## src/rtl/wdt_pkg.sv

```systemverilog
package wdt_pkg;
  localparam int CNT_W      = 10;
  localparam int DATA_W     = 16;
  localparam int MIN_LIMIT  = 4;
  localparam int FIRST_BIT  = 3;
  localparam int SECOND_BIT = 1;

  typedef enum logic [1:0] {
    REG_LIMIT = 2'd0,
    REG_KICK  = 2'd1,
    REG_STAT  = 2'd2,
    REG_NONE  = 2'd3
  } reg_sel_e;
endpackage

```

## src/rtl/wdt_prescaler.sv

```systemverilog
module wdt_prescaler #(
  parameter int TICK_DIV = 1000
) (
  input  logic clk_i,
  input  logic rst_ni,
  output logic tick_o
);
  generate
    if (TICK_DIV <= 1) begin : g_bypass
      logic unused_pre;
      assign unused_pre = clk_i ^ rst_ni;
      assign tick_o = 1'b1;
    end else begin : g_div
      localparam int PW = $clog2(TICK_DIV);
      localparam logic [PW-1:0] LAST = PW'(TICK_DIV - 1);
      logic [PW-1:0] pre_q;
      assign tick_o = (pre_q == LAST);
      always_ff @(posedge clk_i or negedge rst_ni) begin
        if (!rst_ni)     pre_q <= '0;
        else if (tick_o) pre_q <= '0;
        else             pre_q <= pre_q + 1'b1;
      end
    end
  endgenerate
endmodule

```

## src/rtl/wdt_limit_reg.sv

```systemverilog
module wdt_limit_reg
  import wdt_pkg::*;
#(
  parameter int RESET_LIMIT = 1023
) (
  input  logic             clk_i,
  input  logic             rst_ni,
  input  logic             wr_i,
  input  logic [CNT_W-1:0] wdata_i,
  output logic [CNT_W-1:0] limit_o
);
  logic accept;
  assign accept = wr_i && (wdata_i >= CNT_W'(MIN_LIMIT));

  always_ff @(posedge clk_i or negedge rst_ni) begin
    if (!rst_ni)     limit_o <= CNT_W'(RESET_LIMIT);
    else if (accept) limit_o <= wdata_i;
  end
endmodule

```

## src/rtl/wdt_countdown.sv

```systemverilog
module wdt_countdown
  import wdt_pkg::*;
#(
  parameter int RESET_LIMIT = 1023
) (
  input  logic             clk_i,
  input  logic             rst_ni,
  input  logic             tick_i,
  input  logic             kick_i,
  input  logic [CNT_W-1:0] limit_i,
  output logic [CNT_W-1:0] cnt_o,
  output logic             expire_o
);
  // restart write masks a same-cycle expiry
  assign expire_o = tick_i && !kick_i && (cnt_o == '0);

  always_ff @(posedge clk_i or negedge rst_ni) begin
    if (!rst_ni)                 cnt_o <= CNT_W'(RESET_LIMIT);
    else if (kick_i || expire_o) cnt_o <= limit_i;
    else if (tick_i)             cnt_o <= cnt_o - 1'b1;
  end
endmodule

```

## src/rtl/wdt_status.sv

```systemverilog
module wdt_status (
  input  logic clk_i,
  input  logic rst_ni,
  input  logic expire_i,
  input  logic clr_first_i,
  input  logic clr_second_i,
  input  logic no_reboot_i,
  output logic first_o,
  output logic second_o,
  output logic rst_req_o
);
  logic hit_first, hit_second;
  assign hit_first  = expire_i && !first_o;
  assign hit_second = expire_i && first_o;

  always_ff @(posedge clk_i or negedge rst_ni) begin
    if (!rst_ni) begin
      first_o   <= 1'b0;
      second_o  <= 1'b0;
      rst_req_o <= 1'b0;
    end else begin
      first_o   <= (first_o && !clr_first_i) || hit_first;
      second_o  <= (second_o && !clr_second_i) || hit_second;
      rst_req_o <= hit_second && !no_reboot_i;
    end
  end
endmodule

```

## src/rtl/dual_expiry_wdt.sv

```systemverilog
module dual_expiry_wdt
  import wdt_pkg::*;
#(
  parameter int TICK_DIV    = 1000,
  parameter int RESET_LIMIT = 1023
) (
  input  logic              clk_i,
  input  logic              rst_ni,
  input  logic              wr_en_i,
  input  logic [1:0]        addr_i,
  input  logic [DATA_W-1:0] wdata_i,
  output logic [DATA_W-1:0] rdata_o,
  input  logic              no_reboot_i,
  output logic              rst_req_o,
  output logic              first_to_o
);
  logic             tick, kick, wr_lim, wr_stat, expire;
  logic             first_q, second_q;
  logic [CNT_W-1:0] cnt_q, limit_q;
  logic             unused_wdata;

  assign wr_lim  = wr_en_i && (addr_i == REG_LIMIT);
  assign kick    = wr_en_i && (addr_i == REG_KICK);
  assign wr_stat = wr_en_i && (addr_i == REG_STAT);
  assign unused_wdata = ^wdata_i[DATA_W-1:CNT_W];

  wdt_prescaler #(.TICK_DIV(TICK_DIV)) u_pre (
    .clk_i (clk_i),
    .rst_ni(rst_ni),
    .tick_o(tick)
  );

  wdt_limit_reg #(.RESET_LIMIT(RESET_LIMIT)) u_lim (
    .clk_i  (clk_i),
    .rst_ni (rst_ni),
    .wr_i   (wr_lim),
    .wdata_i(wdata_i[CNT_W-1:0]),
    .limit_o(limit_q)
  );

  wdt_countdown #(.RESET_LIMIT(RESET_LIMIT)) u_cnt (
    .clk_i   (clk_i),
    .rst_ni  (rst_ni),
    .tick_i  (tick),
    .kick_i  (kick),
    .limit_i (limit_q),
    .cnt_o   (cnt_q),
    .expire_o(expire)
  );

  wdt_status u_sts (
    .clk_i       (clk_i),
    .rst_ni      (rst_ni),
    .expire_i    (expire),
    .clr_first_i (wr_stat && wdata_i[FIRST_BIT]),
    .clr_second_i(wr_stat && wdata_i[SECOND_BIT]),
    .no_reboot_i (no_reboot_i),
    .first_o     (first_q),
    .second_o    (second_q),
    .rst_req_o   (rst_req_o)
  );

  assign first_to_o = first_q;

  always_comb begin
    rdata_o = '0;
    unique case (addr_i)
      REG_LIMIT: rdata_o[CNT_W-1:0] = limit_q;
      REG_KICK:  rdata_o[CNT_W-1:0] = cnt_q;
      REG_STAT: begin
        rdata_o[FIRST_BIT]  = first_q;
        rdata_o[SECOND_BIT] = second_q;
      end
      default:   rdata_o = '0;
    endcase
  end
endmodule

```

## config.mk

```make
export PLATFORM = sky130hd
export DESIGN_NAME = dual_expiry_wdt
export DESIGN_NICKNAME = d
export VERILOG_FILES = /design/src/rtl/wdt_pkg.sv /design/src/rtl/wdt_prescaler.sv /design/src/rtl/wdt_limit_reg.sv /design/src/rtl/wdt_countdown.sv /design/src/rtl/wdt_status.sv /design/src/rtl/dual_expiry_wdt.sv
export SDC_FILE = /design/constraint.sdc
export NUM_CORES = 1
export LEC_CHECK = 0
export CAP_MARGIN = 20
export CORE_ASPECT_RATIO = 0.75
export CORE_MARGIN = 1
export CORE_UTILIZATION = 51
export CTS_CLUSTER_SIZE = 28
export DETAILED_ROUTE_END_ITERATION = 8
export PLACE_DENSITY = 0.8
export SYNTH_ARGS = -nofsm -noshare
export SYNTH_HDL_FRONTEND = slang
export SYNTH_HIERARCHICAL = 1
export SYNTH_SLANG_ARGS = --single-unit
```

## constraint.sdc

```tcl
create_clock -name clk_i -period 2.5 [get_ports clk_i]
set_input_delay 0.625 -clock clk_i [delete_from_list [all_inputs] [get_ports clk_i]]
set_output_delay 0.625 -clock clk_i [all_outputs]
set_load 0.01 [all_outputs]
```

======== Word level (Yosys, flattened, before mapping) ========
Index checks and enable logic that the tools add are counted.
operators by class
  add/sub/neg operators ................... 2
  $lt $le $gt $ge ......................... 1
  eq/ne operators ......................... 3
  muxes and demuxes ....................... 8
  reduce and logical (&&, ||, !) cells .... 24
operator list
  cell                   count
  $mux 10                3
  $logic_and 1x1->1      13
  $pmux 6 s2             1
  $add 10x1->10 const B  1
  $eq 10x10->1 const B   1
  $ge 10x3->1 const B    1
  $logic_not 10->1       1
  $sub 10x1->10 const B  1
  $pmux 1 s3             2
  $logic_not 1->1        5
  $pmux 1 s2             2
  $logic_or 1x1->1       3
  $eq 2x1->1 const B     1
  $eq 2x2->1 const B     1
  $logic_not 2->1        1
  $reduce_bool 2->1      1
storage, ports and cells
  flip-flop bits (word level) ............. 33
  bits of input ports ..................... 22
  output and inout port bits .............. 18
  logic and storage cells ................. 44

======== Logic depth before layout (Yosys ltp) ========
  depth in word-level cells ............... 7
  mapped depth ............................ 11
  depth with buffers taken out ............ 9

======== Hierarchy ========
Netlist, hierarchy kept.
by module, submodules not included
  module           times used  cells each  area an instance (um^2)  seq. area each (um^2)
  wdt_countdown    1           68          685.7                    262.8
  wdt_prescaler    1           43          483.0                    250.2
  wdt_limit_reg    1           23          414.1                    262.8
  dual_expiry_wdt  1           36          256.5                    0.0
  wdt_status       1           9           107.6                    75.1

======== Worst setup path after synthesis ========
Ideal clock, no wire load.
  path kind ............................... register to register
  start ................................... register u_pre.g_div.pre_q[0]
  end ..................................... register u_sts.second_o
  library setup time ...................... 0.083 ns
  arrival ................................. 2.077 ns
  data required time ...................... 2.417 ns
  path slack .............................. 0.341 ns
  stages on the path, launching flop included .. 12
  buffers on the path ..................... 2
  clock period less this slack ............ 2.159 ns
  cell sequence ........................... dfrtp_1 -> ha_1 -> nand3_1 -> nor3_2 -> and3_1 -> buf_2 -> and3b_1 -> buf_6 -> nand2_1 -> nor4b_1 -> nand2_1 -> o21ai_0
on the way
  word-level cells in the longest chain between the ends .. 5
ends and longest elaborated chain
  what                             RTL line               source
  start: declaration               wdt_prescaler.sv:16    logic [PW-1:0] pre_q;
  start signal: assignment         wdt_prescaler.sv:21    else pre_q <= pre_q + 1'b1;
  $eq 10x10->1                     wdt_prescaler.sv:17    assign tick_o = (pre_q == LAST);
  net tick                         dual_expiry_wdt.sv:17  logic tick, kick, wr_lim, wr_stat, expire;
  $logic_and 1x1->1 (2 in series)  wdt_countdown.sv:15    assign expire_o = tick_i && !kick_i && (cnt_o == '0);
  net expire                       dual_expiry_wdt.sv:17
  $logic_and 1x1->1                wdt_status.sv:14       assign hit_second = expire_i && first_o;
  $logic_or 1x1->1                 wdt_status.sv:23       second_o <= (second_o && !clr_second_i) || hit_second;
  end signal: assignment           wdt_status.sv:23
  end: declaration                 wdt_status.sv:9        output logic second_o,
The timed path passes the listed nets, and every way through them passes these cells.
A chain may end at the register's enable or synchronous reset.

======== Worst setup path in the final report ========
  start ................................... input addr_i[1]
  end ..................................... output rdata_o[1]
on the way
  word-level cells in the longest chain between the ends .. 2
  elaborated cells between the ends (all ways) .. 4
  classes of those cells .................. eq/ne (2); mux (1); reduce/logical (1)
ends and longest elaborated chain
  what                                      RTL line               source
  start: declaration                        dual_expiry_wdt.sv:10  input logic [1:0] addr_i,
  $eq 2x2->1, or another cell as far along  dual_expiry_wdt.sv:67  unique case (addr_i)
  $pmux 1 s3 *                              dual_expiry_wdt.sv:67
  end: declaration                          dual_expiry_wdt.sv:12  output logic [DATA_W-1:0] rdata_o,
Every way passes the cells marked *; elsewhere a longest branch is shown, timed or not.

==> summary.md <==
| Metric | Value |
|---|---|
| Status | `complete, no violations` |
| Fill count | `292` |
| Synth Cell Area | `1950 µm²` |
| Die area | `4070 µm²` |
| Period utilization | `93.1%` |
| Hold path depth | `2` |
| Top-count cell post-synth | `nor2_1` |
| Core Util, Final | `67.0%` |
| CTS tree | `done` |
| Register-to-register setup slack | `0.23 ns` |
| Worst-path maximum fanout | `3` |
| DRT iter0 DRCs | `80` |
| Power Density | `592 nW/µm²` |
| Post-layout min period | `2.33 ns` |
| CP delay by family, top | `buffers and inverters` |
| Sequential element share of the synthesized area | `43.7%` |
| CTS Hold Bufs | `0` |
| 1st-pass router iterations | `4` |
| First-pass GRT wire length | `6.49 mm` |
| Max frequency | `430 MHz` |
| Placed inst area | `2320 µm²` |
| Post-synth top area cell | `dfstp_2` |
| Avg WL per Cell | `14.5 µm` |
| Hold path startpoint | `u_lim/limit_o[0]` |
| CP max stage cell | `clkdlybuf4s50_1` |
| Vias in the first global route | `1382` |
| N_diodes | `0` |
| Die height | `55.5 µm` |
| IR drop worst, VDD | `430 µV` |
| Post-synth EDFFs | `0` |
| Leak | `1.05 nW` |
| Crit Path Class | `input pin to output port` |
| Overall Global Routing Usage | `21.6%` |
| CTS Sinks | `33` |
| CP Buf/Inv Count | `2` |
| Chip Width | `73.3 µm` |
| Drt total wl | `4.00 mm` |
| FFs w/ async S/R, synth | `100%` |
| Detailed-route DRC error count | `0` |
| # setup viols final | `0` |
| Mapped Cells | `179` |
| Maximum capacitance violations | `0` |
| Global route overflow | `0` |
| Core area | `3660 µm²` |
| Crit path required time | `1.88 ns` |
| P&R area growth vs syn | `26.0%` |
| Placer Congestion | `0.827` |
| Top_reg_cell synth | `dfstp_2` |
| Synth top area share | `27.0%` |
| Num CTS Buffers | `5` |
| CP arrival | `1.70 ns` |
| Max incr delay on CP | `0.45 ns` |
| DR vias | `1488` |
| Cell area after layout | `2450 µm²` |
| Fraction of layout cells with a size suffix above 1 | `35.1%` |
| Clock skew | `0.00348 ns` |
| Post-detail-place hpwl | `2.87 mm` |
| Reg clk slew, reported paths | `0.06 ns` |
| Worst r2r path cells | `9` |
| Top cells by count, synth | `nor2_1, dfstp_2, dfrtp_1` |
| Pins over their slew limit | `0` |
| H-tree levels | `2` |
| Hold EP | `u_cnt/cnt_o[0]` |
| Avg Synthesized Cell Area | `10.9 µm²` |
| I/O pin count | `40` |
| # rows | `19` |
| CP cell instances | `clkdlybuf4s50_1 > and2b_2 > o2bb2ai_1 > dlygate4sd2_1` |
| Distinct cells, synth | `47` |
| Remaining antenna violation count | `0` |
| Top cells by area, synth | `dfstp_2, dfrtp_1, mux2_2` |
| Ys Warns | `6` |
| Worst hold path type | `register to register` |
| Bufs on Longest Clock Path | `2` |
| Setup crit start kind | `input pin` |
| CP Capture Type | `output port` |
| Final number of hold-violating endpoints | `0` |
| Clk Latency, worst-skew pair | `0.28 ns` |
| Worst r2r src | `u_pre/g_div.pre_q[0]` |
| Initial Util | `53.2%` |
| Number of port buffers | `27` |
| Largest net degree at the start of global routing | `34` |
| Final Net Count | `248` |
| Root buf cell | `clkbuf_8` |
| Initial antenna violation count | `0` |
| FF+latch count, synth | `33` |
| Via density per instance | `5.37` |
| R2r endpoint | `u_cnt/cnt_o[7]` |
-- cell families after synthesis --
group / after synthesis / share of synthesized area [%]
fa+ha+maj: 2 / 1.29
simple gates: 65 / 20.4
buf+inv: 19 / 6.11
compound gates: 27 / 11.8
flops: 33 / 43.7
other cells: 1 / 0.193
xor+xnor: 10 / 4.50
mux: 22 / 12.0
-- registers in the layout, indices dropped and copies added, names as in the netlist --
signal             count
u_pre/g_div.pre_q     10
u_sts/rst_req_o        1
u_lim/limit_o         10
u_sts/first_o          1
u_sts/second_o         1
u_cnt/cnt_o           10
-- metrics by stage --
| stage | hold slack [ns] | setup WS [ns] | power, mW | TNS (ns) | instances |
|---|---|---|---|---|---|
| global route | 0.528 | -0.00525 | 1.53 | -0.00525 | 277 |
| detailed placement | 0.506 | -0.215 | 1.06 | -1.66 | 264 |
| global placement | 0.493 | -0.213 | 1.04 | -1.64 | 264 |
| CTS | 0.516 | 0.144 | 1.47 | 0 | 274 |
| finish | 0.516 | 0.173 | 1.45 | 0 | 277 |
| floorplan | 0.329 | 0.341 | 0.927 | 0 | 184 |
-- final cells by class --
cell class / instances / area, µm² / share of cell area (%)
well taps: 52 / 65.1 / 2.65
repair buffers: 45 / 409 / 16.7
flip-flops and latches: 33 / 851 / 34.7
multi-input cells: 132 / 1010 / 41.2
clock buffers: 8 / 90.1 / 3.67
inverters: 7 / 26.3 / 1.07
-- worst max-delay path by stage --
stage / start / end / slack [ns] / cells past startpoint
after floorplan: u_pre/g_div.pre_q[0] / u_sts/second_o / 0.34 / 11
after global placement: addr_i[0] / rdata_o[3] / -0.21 / 5
after detailed placement: addr_i[0] / rdata_o[3] / -0.21 / 5
after CTS: u_pre/g_div.pre_q[0] / u_cnt/cnt_o[7] / 0.14 / 9
after global routing: u_pre/g_div.pre_q[0] / u_cnt/cnt_o[9] / -0.005 / 9
final: addr_i[1] / rdata_o[1] / 0.17 / 4
-- layer usage --
layer | track usage, % | routed length [µm] | up-vias
met4 | 7.97 | 27 | 0
met5 | 0 | 0 | -
met1 | 27.2 | 1820 | 728
met2 | 34.5 | 1940 | 43
met3 | 6.93 | 217 | 4
li1 | - | - | 713
-- cell usage in the layout, fill, tap and decap left out, types with 7 or more instances in the layout --
master,count
nor2_1,22
dlygate4sd2_1,10
mux2_2,11
a21oi_1,7
buf_4,16
inv_1,7
clkdlybuf4s50_1,16
dfstp_2,20
mux2i_1,11
dfrtp_1,13
nand3_1,9
-- timing repair --
| item | CTS | global route |
|---|---|---|
| pin swaps | 0 | 0 |
| endpoints found under the setup margin | 10 | 6 |
| buffers inserted | 2 | 3 |
| gates resized for setup | 13 | 3 |
-- where the power goes --
group | switching (mW) | total (mW) | internal [mW]
clock network | 0.186 | 0.410 | 0.224
registers | 0.0873 | 0.744 | 0.656
logic | 0.140 | 0.299 | 0.159
total | 0.413 | 1.45 | 1.04
-- worst register-to-register path, cell delays in order, from the launching register on --
cell     delay, ns
dfrtp_1       0.41
ha_2          0.24
nand3_1       0.13
nor3_4        0.18
and3_1        0.22
buf_4         0.17
nor4b_4       0.35
nand3_1       0.15
xor2_1        0.17
a21oi_1       0.16
Power figures use the tool's default switching activity.
